## config.mk

```make
export PLATFORM = sky130hd
export DESIGN_NAME = restoring_divider
export DESIGN_NICKNAME = d
export VERILOG_FILES = /design/src/rtl/rdiv_pkg.sv /design/src/rtl/rdiv_precheck.sv /design/src/rtl/rdiv_step.sv /design/src/rtl/rdiv_datapath.sv /design/src/rtl/rdiv_ctrl.sv /design/src/rtl/restoring_divider.sv
export SDC_FILE = /design/constraint.sdc
export NUM_CORES = 1
export LEC_CHECK = 0
export BUFFER_PORTS_ARGS = -buffer_cell sky130_fd_sc_hd__buf_2
export CORE_MARGIN = 8
export CORE_UTILIZATION = 45
export CTS_BUF_LIST = sky130_fd_sc_hd__clkbuf_8 sky130_fd_sc_hd__clkbuf_16
export DETAILED_ROUTE_END_ITERATION = 16
export PLACE_DENSITY_LB_ADDON = 0.1
export REMOVE_ABC_BUFFERS = 1
export SETUP_SLACK_MARGIN = 0.15
export SLEW_MARGIN = 20
export SYNTH_ARGS = -nofsm -noshare
export SYNTH_HDL_FRONTEND = slang
export SYNTH_SLANG_ARGS = --single-unit
```

## constraint.sdc

```tcl
create_clock -name clk -period 4.9 [get_ports clk]
set_clock_uncertainty 0.15 [all_clocks]
set_input_delay 0.735 -clock clk [delete_from_list [all_inputs] [get_ports clk]]
set_output_delay 0.735 -clock clk [all_outputs]
set_load 0.02 [all_outputs]
```

## src/rtl/rdiv_pkg.sv

```systemverilog
package rdiv_pkg;

    typedef enum logic {
        ST_IDLE = 1'b0,
        ST_RUN  = 1'b1
    } rdiv_state_e;

    typedef struct packed {
        logic div0;
        logic ovf;
    } rdiv_err_t;

    // Divide-by-zero takes priority over overflow.
    function automatic rdiv_err_t rdiv_classify(input logic dvs_zero,
                                                input logic dvs_not_above);
        rdiv_err_t e;
        e.div0 = dvs_zero;
        e.ovf  = !dvs_zero && dvs_not_above;
        return e;
    endfunction

    function automatic logic rdiv_any_err(input rdiv_err_t e);
        return e.div0 | e.ovf;
    endfunction

endpackage

```

## src/rtl/rdiv_precheck.sv

```systemverilog
module rdiv_precheck
    import rdiv_pkg::*;
#(
    parameter int WIDTH = 32
) (
    input  logic             single_len,
    input  logic [WIDTH-1:0] dvd_hi,
    input  logic [WIDTH-1:0] divisor,
    output logic [WIDTH-1:0] acc_init,
    output rdiv_err_t        err
);
    logic dvs_zero;
    logic dvs_not_above;

    always_comb begin
        acc_init      = single_len ? '0 : dvd_hi;
        dvs_zero      = (divisor == '0);
        dvs_not_above = (divisor <= acc_init);
        err           = rdiv_classify(dvs_zero, dvs_not_above);
    end

    always_comb begin
        if (err.div0 || err.ovf)
            AST_ERR_ONE_KIND: assert (!(err.div0 && err.ovf));
    end
endmodule

```

## src/rtl/rdiv_step.sv

```systemverilog
module rdiv_step #(
    parameter int WIDTH = 32
) (
    input  logic [WIDTH-1:0] acc,
    input  logic [WIDTH-1:0] mq,
    input  logic [WIDTH-1:0] dvs,
    output logic [WIDTH-1:0] acc_next,
    output logic [WIDTH-1:0] mq_next,
    output logic             sub_ok
);
    // The shifted partial remainder includes the carry bit that leaves the accumulator.
    logic [WIDTH:0]   shifted;
    logic [WIDTH+1:0] trial;

    always_comb begin
        shifted  = {acc, mq[WIDTH-1]};
        trial    = {1'b0, shifted} - {2'b00, dvs};
        sub_ok   = !trial[WIDTH+1];
        // Restore is a select: the unsubtracted value is kept on a borrow.
        acc_next = sub_ok ? trial[WIDTH-1:0] : shifted[WIDTH-1:0];
        mq_next  = {mq[WIDTH-2:0], sub_ok};
    end

    always_comb begin
        if (acc < dvs)
            AST_STEP_KEEPS_BOUND: assert (acc_next < dvs);
    end
endmodule

```

## src/rtl/rdiv_datapath.sv

```systemverilog
module rdiv_datapath #(
    parameter int WIDTH = 32
) (
    input  logic             clk,
    input  logic             rst,
    input  logic             load,
    input  logic             step_en,
    input  logic [WIDTH-1:0] acc_init,
    input  logic [WIDTH-1:0] mq_init,
    input  logic [WIDTH-1:0] dvs_init,
    output logic [WIDTH-1:0] acc_q,
    output logic [WIDTH-1:0] mq_q,
    output logic [WIDTH-1:0] dvs_q
);
    logic [WIDTH-1:0] acc_nx;
    logic [WIDTH-1:0] mq_nx;
    logic             ok_bit;

    rdiv_step #(.WIDTH(WIDTH)) step_i (
        .acc      (acc_q),
        .mq       (mq_q),
        .dvs      (dvs_q),
        .acc_next (acc_nx),
        .mq_next  (mq_nx),
        .sub_ok   (ok_bit)
    );

    always_ff @(posedge clk) begin
        if (rst) begin
            acc_q <= '0;
            mq_q  <= '0;
            dvs_q <= '0;
        end else if (load) begin
            acc_q <= acc_init;
            mq_q  <= mq_init;
            dvs_q <= dvs_init;
        end else if (step_en) begin
            acc_q <= acc_nx;
            mq_q  <= mq_nx;
        end
    end

    AST_ACC_BELOW_DVS: assert property (@(posedge clk) disable iff (rst)
        step_en |-> (acc_q < dvs_q));

    AST_QBIT_MATCHES: assert property (@(posedge clk) disable iff (rst)
        step_en |=> (mq_q[0] == $past(ok_bit)));
endmodule

```

## src/rtl/rdiv_ctrl.sv

```systemverilog
module rdiv_ctrl
    import rdiv_pkg::*;
#(
    parameter int WIDTH = 32
) (
    input  logic      clk,
    input  logic      rst,
    input  logic      start,
    input  rdiv_err_t pre_err,
    output logic      load,
    output logic      step_en,
    output logic      done,
    output rdiv_err_t err_q
);
    localparam int               CNT_W = (WIDTH > 2) ? $clog2(WIDTH) : 1;
    localparam logic [CNT_W-1:0] LAST  = CNT_W'(WIDTH - 1);

    rdiv_state_e      state_q;
    logic [CNT_W-1:0] cnt_q;
    logic             accept;

    always_comb begin
        accept  = (state_q == ST_IDLE) && start;
        load    = accept && !rdiv_any_err(pre_err);
        step_en = (state_q == ST_RUN);
    end

    always_ff @(posedge clk) begin
        if (rst) begin
            state_q <= ST_IDLE;
            cnt_q   <= '0;
            done    <= 1'b0;
            err_q   <= '0;
        end else begin
            done <= 1'b0;
            case (state_q)
                ST_IDLE: begin
                    if (accept) begin
                        err_q <= pre_err;
                        cnt_q <= '0;
                        if (rdiv_any_err(pre_err)) begin
                            done <= 1'b1;
                        end else begin
                            state_q <= ST_RUN;
                        end
                    end
                end
                ST_RUN: begin
                    cnt_q <= cnt_q + 1'b1;
                    if (cnt_q == LAST) begin
                        state_q <= ST_IDLE;
                        done    <= 1'b1;
                    end
                end
                default: state_q <= ST_IDLE;
            endcase
        end
    end

    AST_DONE_PULSE: assert property (@(posedge clk) disable iff (rst)
        done |=> !done);

    AST_ERR_EXCL: assert property (@(posedge clk) disable iff (rst)
        !(err_q.div0 && err_q.ovf));

    AST_DIV0_WITH_DONE: assert property (@(posedge clk) disable iff (rst)
        $rose(err_q.div0) |-> done);

    AST_BUSY_IGNORES_START: assert property (@(posedge clk) disable iff (rst)
        (state_q == ST_RUN && start && cnt_q != LAST) |=> (state_q == ST_RUN));

    AST_ERR_HOLD: assert property (@(posedge clk) disable iff (rst)
        !accept |=> $stable(err_q));
endmodule

```

## src/rtl/restoring_divider.sv

```systemverilog
module restoring_divider
    import rdiv_pkg::*;
#(
    parameter int WIDTH = 32
) (
    input  logic             clk,
    input  logic             rst,
    input  logic             start,
    input  logic             single_len,
    input  logic [WIDTH-1:0] dvd_hi,
    input  logic [WIDTH-1:0] dvd_lo,
    input  logic [WIDTH-1:0] divisor,
    output logic [WIDTH-1:0] quotient,
    output logic [WIDTH-1:0] remainder,
    output logic             done,
    output logic             err_div0,
    output logic             err_ovf
);
    logic [WIDTH-1:0] acc_init;
    logic [WIDTH-1:0] dvs_q;
    rdiv_err_t        pre_err;
    rdiv_err_t        err_q;
    logic             load;
    logic             step_en;

    rdiv_precheck #(.WIDTH(WIDTH)) pre_i (
        .single_len (single_len),
        .dvd_hi     (dvd_hi),
        .divisor    (divisor),
        .acc_init   (acc_init),
        .err        (pre_err)
    );

    rdiv_ctrl #(.WIDTH(WIDTH)) ctrl_i (
        .clk     (clk),
        .rst     (rst),
        .start   (start),
        .pre_err (pre_err),
        .load    (load),
        .step_en (step_en),
        .done    (done),
        .err_q   (err_q)
    );

    rdiv_datapath #(.WIDTH(WIDTH)) dp_i (
        .clk      (clk),
        .rst      (rst),
        .load     (load),
        .step_en  (step_en),
        .acc_init (acc_init),
        .mq_init  (dvd_lo),
        .dvs_init (divisor),
        .acc_q    (remainder),
        .mq_q     (quotient),
        .dvs_q    (dvs_q)
    );

    assign err_div0 = err_q.div0;
    assign err_ovf  = err_q.ovf;

    AST_REM_BELOW_DIVISOR: assert property (@(posedge clk) disable iff (rst)
        (done && !err_div0 && !err_ovf) |-> (remainder < dvs_q));
endmodule

```

* After elaboration in Yosys (flattened, before gate mapping)
Index checks and enable logic that the tools add are counted.
** Storage, ports and cells
- Bits of input ports :: 100
- Flip-flop bits (word level) :: 105
- Output and inout bits :: 67
** Operators by class
- Bitwise operators :: 2
- Multiplexer cells :: 16
- Order comparisons :: 1
- Reductions and logical operators :: 9
- Equality and inequality tests :: 2
- Add/subtract/negate cells :: 2
** Operators by type and width (count)
- $mux 32 :: 6
- $sub 33x32->34 :: 1
- $le 32x32->1 :: 1
- $logic_not 32->1 :: 1
- $pmux 5 s2 :: 1
- $mux 1 :: 6
- $add 5x1->5 const B :: 1
- $eq 5x5->1 const B :: 1
- $mux 5 :: 1
- $pmux 1 s2 :: 2
- $logic_and 1x1->1 :: 3
- $logic_not 1->1 :: 3
- $ne 2x1->1 const B :: 1
- $reduce_and 2->1 :: 1
- $reduce_bool 2->1 :: 1
- $not 1->1 :: 1
- $or 1x1->1 :: 1

* Logic depth before layout (Yosys ltp)
- Word-level depth :: 7
- Gate-level depth with buffers :: 16
- Gate-level depth less buffers :: 11

* By module
From an unflattened synthesis, not the netlist that was laid out.
** Second synthesis, totals
- Cell total of the unflattened synthesis :: 1003
- Area total of the unflattened synthesis :: 8335.5 um^2
** Modules (own cells, without submodules)
- rdiv_datapath :: sequential area each 1921.8 um^2, cells each 388, instances 1, area an instance 4149.0 um^2
- rdiv_step :: sequential area each 0.0 um^2, cells each 405, instances 1, area an instance 2670.1 um^2
- rdiv_precheck :: sequential area each 0.0 um^2, cells each 165, instances 1, area an instance 1103.6 um^2
- rdiv_ctrl :: sequential area each 180.2 um^2, cells each 45, instances 1, area an instance 412.9 um^2

* Worst setup path before layout
Ideal clock, no wire load.
- Path type :: in2reg
- Start :: in single_len
- End :: reg dp_i.acc_q[29]
- Arrival :: 3.802 ns
- Library setup time :: 0.122 ns
- Data required time :: 4.628 ns
- Stages :: 15
- Slack :: 0.826 ns
- Cell sequence :: inv_1 clkbuf_1 buf_1 clkbuf_1 nand2_1 ha_1 nand4_1 or4_1 o22ai_4 a311oi_2 a21o_2 buf_6 nand3_1 a21oi_1 a221o_1
** On the way
- Cells in the longest elaborated chain, start to end :: 7
** RTL lines
- start: declaration :: line restoring_divider.sv:9 : input logic single_len,
- $mux 32 (*) :: line rdiv_precheck.sv:16 : acc_init = single_len ? '0 : dvd_hi;
- $le 32x32->1 :: line rdiv_precheck.sv:18 : dvs_not_above = (divisor <= acc_init);
- $logic_and 1x1->1 :: line rdiv_pkg.sv:18 : e.ovf = !dvs_zero && dvs_not_above;
- $or 1x1->1 :: line rdiv_pkg.sv:23 : return e.div0 | e.ovf;
- $logic_not 1->1 :: line rdiv_ctrl.sv:24 : load = accept && !rdiv_any_err(pre_err);
- $logic_and 1x1->1 :: line rdiv_ctrl.sv:24
- $mux 32 / $reduce_bool 2->1 (equally long branches)
- end signal: assignment :: line rdiv_datapath.sv:34 : acc_q <= acc_init;
- end signal: assignment :: line rdiv_datapath.sv:38 : acc_q <= acc_nx;
- end: declaration :: line rdiv_datapath.sv:11 : output logic [WIDTH-1:0] acc_q,
Every way passes the cells marked *; elsewhere a longest branch is shown, timed or not.
A chain may end at the register's enable or synchronous reset.

* Final worst setup path
- Start :: in single_len
- End :: reg dp_i.acc_q[8]
Same word-level chain as after synthesis.

==> key figures <==
Critical path
  – Reg2reg setup slack: 1.31 ns
  – CP max stage cell: or4_1
  – Worst-path cell chain: buf_2 -> inv_1 -> buf_12 -> nand2_1 -> ha_1 -> nand4_1 -> or4_1 -> o22ai_4 -> a311oi_2 -> a21oi_4 -> buf_4 -> and3_1 -> a31oi_1 -> o21ai_0
  – Buf/Inv on CP: 4
  – Worst setup path class: in2reg
  – Worst Setup Start Kind: input port
  – Crit-path max FO: 50
  – Critical Path RT: approximately 5.0 ns
  – Critical Path AT: approximately 4.2 ns
  – Max incr delay on CP: ~0.7 ns
  – Nature of the critical path endpoint: flip-flop
  – CP top delay family: simple AND/OR/NAND/NOR gates

CTS
  – Post-CTS setup buffers: 0
  – CTS tree: built
  – Resized cells post-CTS: 0
  – H-tree depth: 3
  – CTS Hold Bufs: 0
  – # clock sinks: between 100 and 150
  – Clock latency on the worst-skew pair: roughly 0.35 ns
  – Clock tree buffer depth: 2
  – Total CTS buffers: 9
  – Root Buffer: clkbuf_16
  – CTS clk-pin slew, worst paths: roughly 0.070 ns

Global routing
  – Initial antenna violation count: 5
  – Gr ovfl total: 0
  – Largest net degree at the start of global routing: 62
  – Global-route wire length before repair: 37400 um
  – Vias in the first global route: between 7000 and 8000
  – Overall routing resource usage: between 20 and 25%

Synth
  – Synth area leader: dfxtp_1
  – EDFF count, synth: 0
  – Distinct cells, synth: 68
  – Commonest cells post-synth: nand2_1, a21oi_1, dfxtp_1
  – Predominant post-synthesis flop cell: dfxtp_1
  – Post-Syn Area: 7350 um2
  – Top cells by area, synth: dfxtp_1, ha_1, nand2_1
  – Register area share after synthesis: about 29%
  – Syn Inst Count: about 950
  – Post-synth ARST share: 0%
  – Yosys reg bits: 105
  – Synth warn: 0
  – Post-synth top area share: 28.6%
  – Syn avg cell area: between 7 and 8 um2
  – Most frequent cell after synthesis: nand2_1

Run status
  – Status: finished, final reports clean

Placed design
  – DP HPWL: roughly 18000 um
  – RD Place Congestion: about 0.9
  – Port Buffers: between 150 and 200

Power and ir drop
  – Clock power share: 16.5%
  – Power Density: around 530 nW/um2
  – Logic pwr share: 59.2%
  – Reg power frac: 24.3%
  – Switch share: between 40 and 50%
  – Switch Pwr: approximately 2 mW
  – Pleak: between 3 and 4 nW
  – Internal power component: around 2.5 mW
  – Worst vdd ir: 0.220 mV

Final layout
  – Area grow syn2layout: 16.5%
  – Layout cells sized above 1: roughly a fifth
  – Finished Core Util: between 50% and 60%
  – # nets final: roughly 1200
  – Filler Cell Count: about 1600

Routing
  – DRT iter0 DRCs: about 610
  – Drt drc: 0
  – Via count: about 7600
  – 1st-pass router iterations: 5
  – Via density: between 5 and 6
  – Routed WL: roughly 23000 um
  – WL/cell: ~18 um
  – Post-detailed-route count of antenna-violating nets: 0

Floorplanning
  – Initial Util: 46.1%
  – # IOs: 167
  – Die width: ~140 um
  – DIE AREA: a little over 20000 um2
  – Rows: 46
  – Die Y: about 140 um
  – Core Region: between 15000 and 20000 um2

STA
  – RSZ-0062 raised after global routing: false
  – Min Clock Period, post-route: approximately 4.1 ns
  – Min Hold Slack: between 0.3 and 0.4 ns
  – Fmax: about 240 MHz
  – Slew headroom: 36.7%
  – Fin crit share: between 80% and 90%
  – Final setup viols: 0
  – Slew @ Worst Pin: 0.925 ns
  – Pins Over Slew Limit: 0
  – Final hold vios: 0
  – Setup TNS: 0 ns

Flow run
  – Max Cap Viol: 0

Worst hold path
  – Worst Hold Class: reg2reg
path summary, 6_finish.rpt:
kind	end	cells past startpoint	startpoint
worst min register to register	dp_i.dvs_q[24]	2	dp_i.dvs_q[24]
worst min-delay path	dp_i.dvs_q[24]	2	dp_i.dvs_q[24]
worst max register to register	dp_i.acc_q[1]	9	dp_i.acc_q[11]
worst max-delay path	dp_i.acc_q[8]	14	single_len
registers in the layout, indices dropped and copies added, names as in the netlist:
name	count
dp_i.dvs_q	32
ctrl_i.cnt_q	5
ctrl_i.err_q	2
dp_i.mq_q	32
dp_i.acc_q	32
ctrl_i.step_en	1
ctrl_i.done	1
worst register-to-register path: cells and delay by family (launching register included):
family,cells,cell delay [ns]
adders and majority gates,1,0.41
AOI/OAI and AO/OA,6,1.69
DFF,1,0.35
and+or+nand+nor,2,0.87
through the flow:
stage	instances	cell area (um2)	setup slack [ns]	power (mW)
after detailed placement	1287	8260	0.500	3.75
after global routing	1302	8560	0.615	4.85
after global placement	1287	8260	0.499	3.75
after floorplan	892	7030	0.225	3.02
after CTS	1302	8560	0.864	4.51
final	1303	8560	0.784	4.50
area by class of cell:
| class | count | area (um2) | area share, % |
|---|---|---|---|
| clock inverters | 5 | 56.3 | 0.658 |
| multi-input cells | 745 | 4780 | 55.8 |
| diodes | 1 | 2.50 | 0.0292 |
| inverters | 42 | 158 | 1.84 |
| flip-flops and latches | 105 | 2100 | 24.6 |
| well taps | 216 | 270 | 3.16 |
| clock buffers | 10 | 239 | 2.79 |
| repair buffers | 179 | 956 | 11.2 |
logic make-up after synthesis:
| logic type | synth area share (%) |
|---|---|
| AOI/OAI and AO/OA | 29.3 |
| xor gates and xnor gates | 2.50 |
| muxes | 1.26 |
| buffers and inverters | 6.54 |
| adders and majority gates | 11.5 |
| DFF | 28.6 |
| and+or+nand+nor | 20.3 |
metal layers:
| layer | global-route usage (%) | part of all wire [%] | wire length (um) | up-vias |
|---|---|---|---|---|
| met5 | 0 | 0.29 | 68 | - |
| met4 | 6.20 | 1.5 | 348 | 10 |
| met3 | 6.57 | 8.8 | 2040 | 32 |
| met2 | 36.6 | 45 | 10400 | 240 |
| met1 | 28.4 | 45 | 10400 | 3532 |
| li1 | - | - | - | 3753 |
power by group through the flow:
| stage | Clock (mW) | Sequential, mW | Combinational, mW |
|---|---|---|---|
| final | 0.743 | 1.10 | 2.66 |
| after global routing | 0.801 | 1.12 | 2.93 |
| after CTS | 0.763 | 1.10 | 2.65 |
| after detailed placement | 0 | 1.11 | 2.64 |
| after global placement | 0 | 1.12 | 2.63 |
| after floorplan | 0 | 1.21 | 1.81 |
cells in the final DEF (no fill, tap or decap), types with 6 or more instances in the layout:
master and n:
o21ai_0 41, a211oi_1 9, ha_1 66, o211ai_1 6, nand4_1 15, mux2i_1 7, nor3_1 9, or3_1 7
a31oi_1 25, nor2_1 31, xor2_1 7, nand2_1 169, a21oi_1 121, a221o_1 6, nand3_1 22, inv_1 42
nor2b_1 7, nor4_1 10, buf_2 165, and3_1 26, dfxtp_1 104, o21a_1 6, a22oi_1 44, a21o_1 18
xnor2_1 14, a2111oi_0 6, buf_4 12, clkbuf_16 9
(Power assumes the default switching activity.)
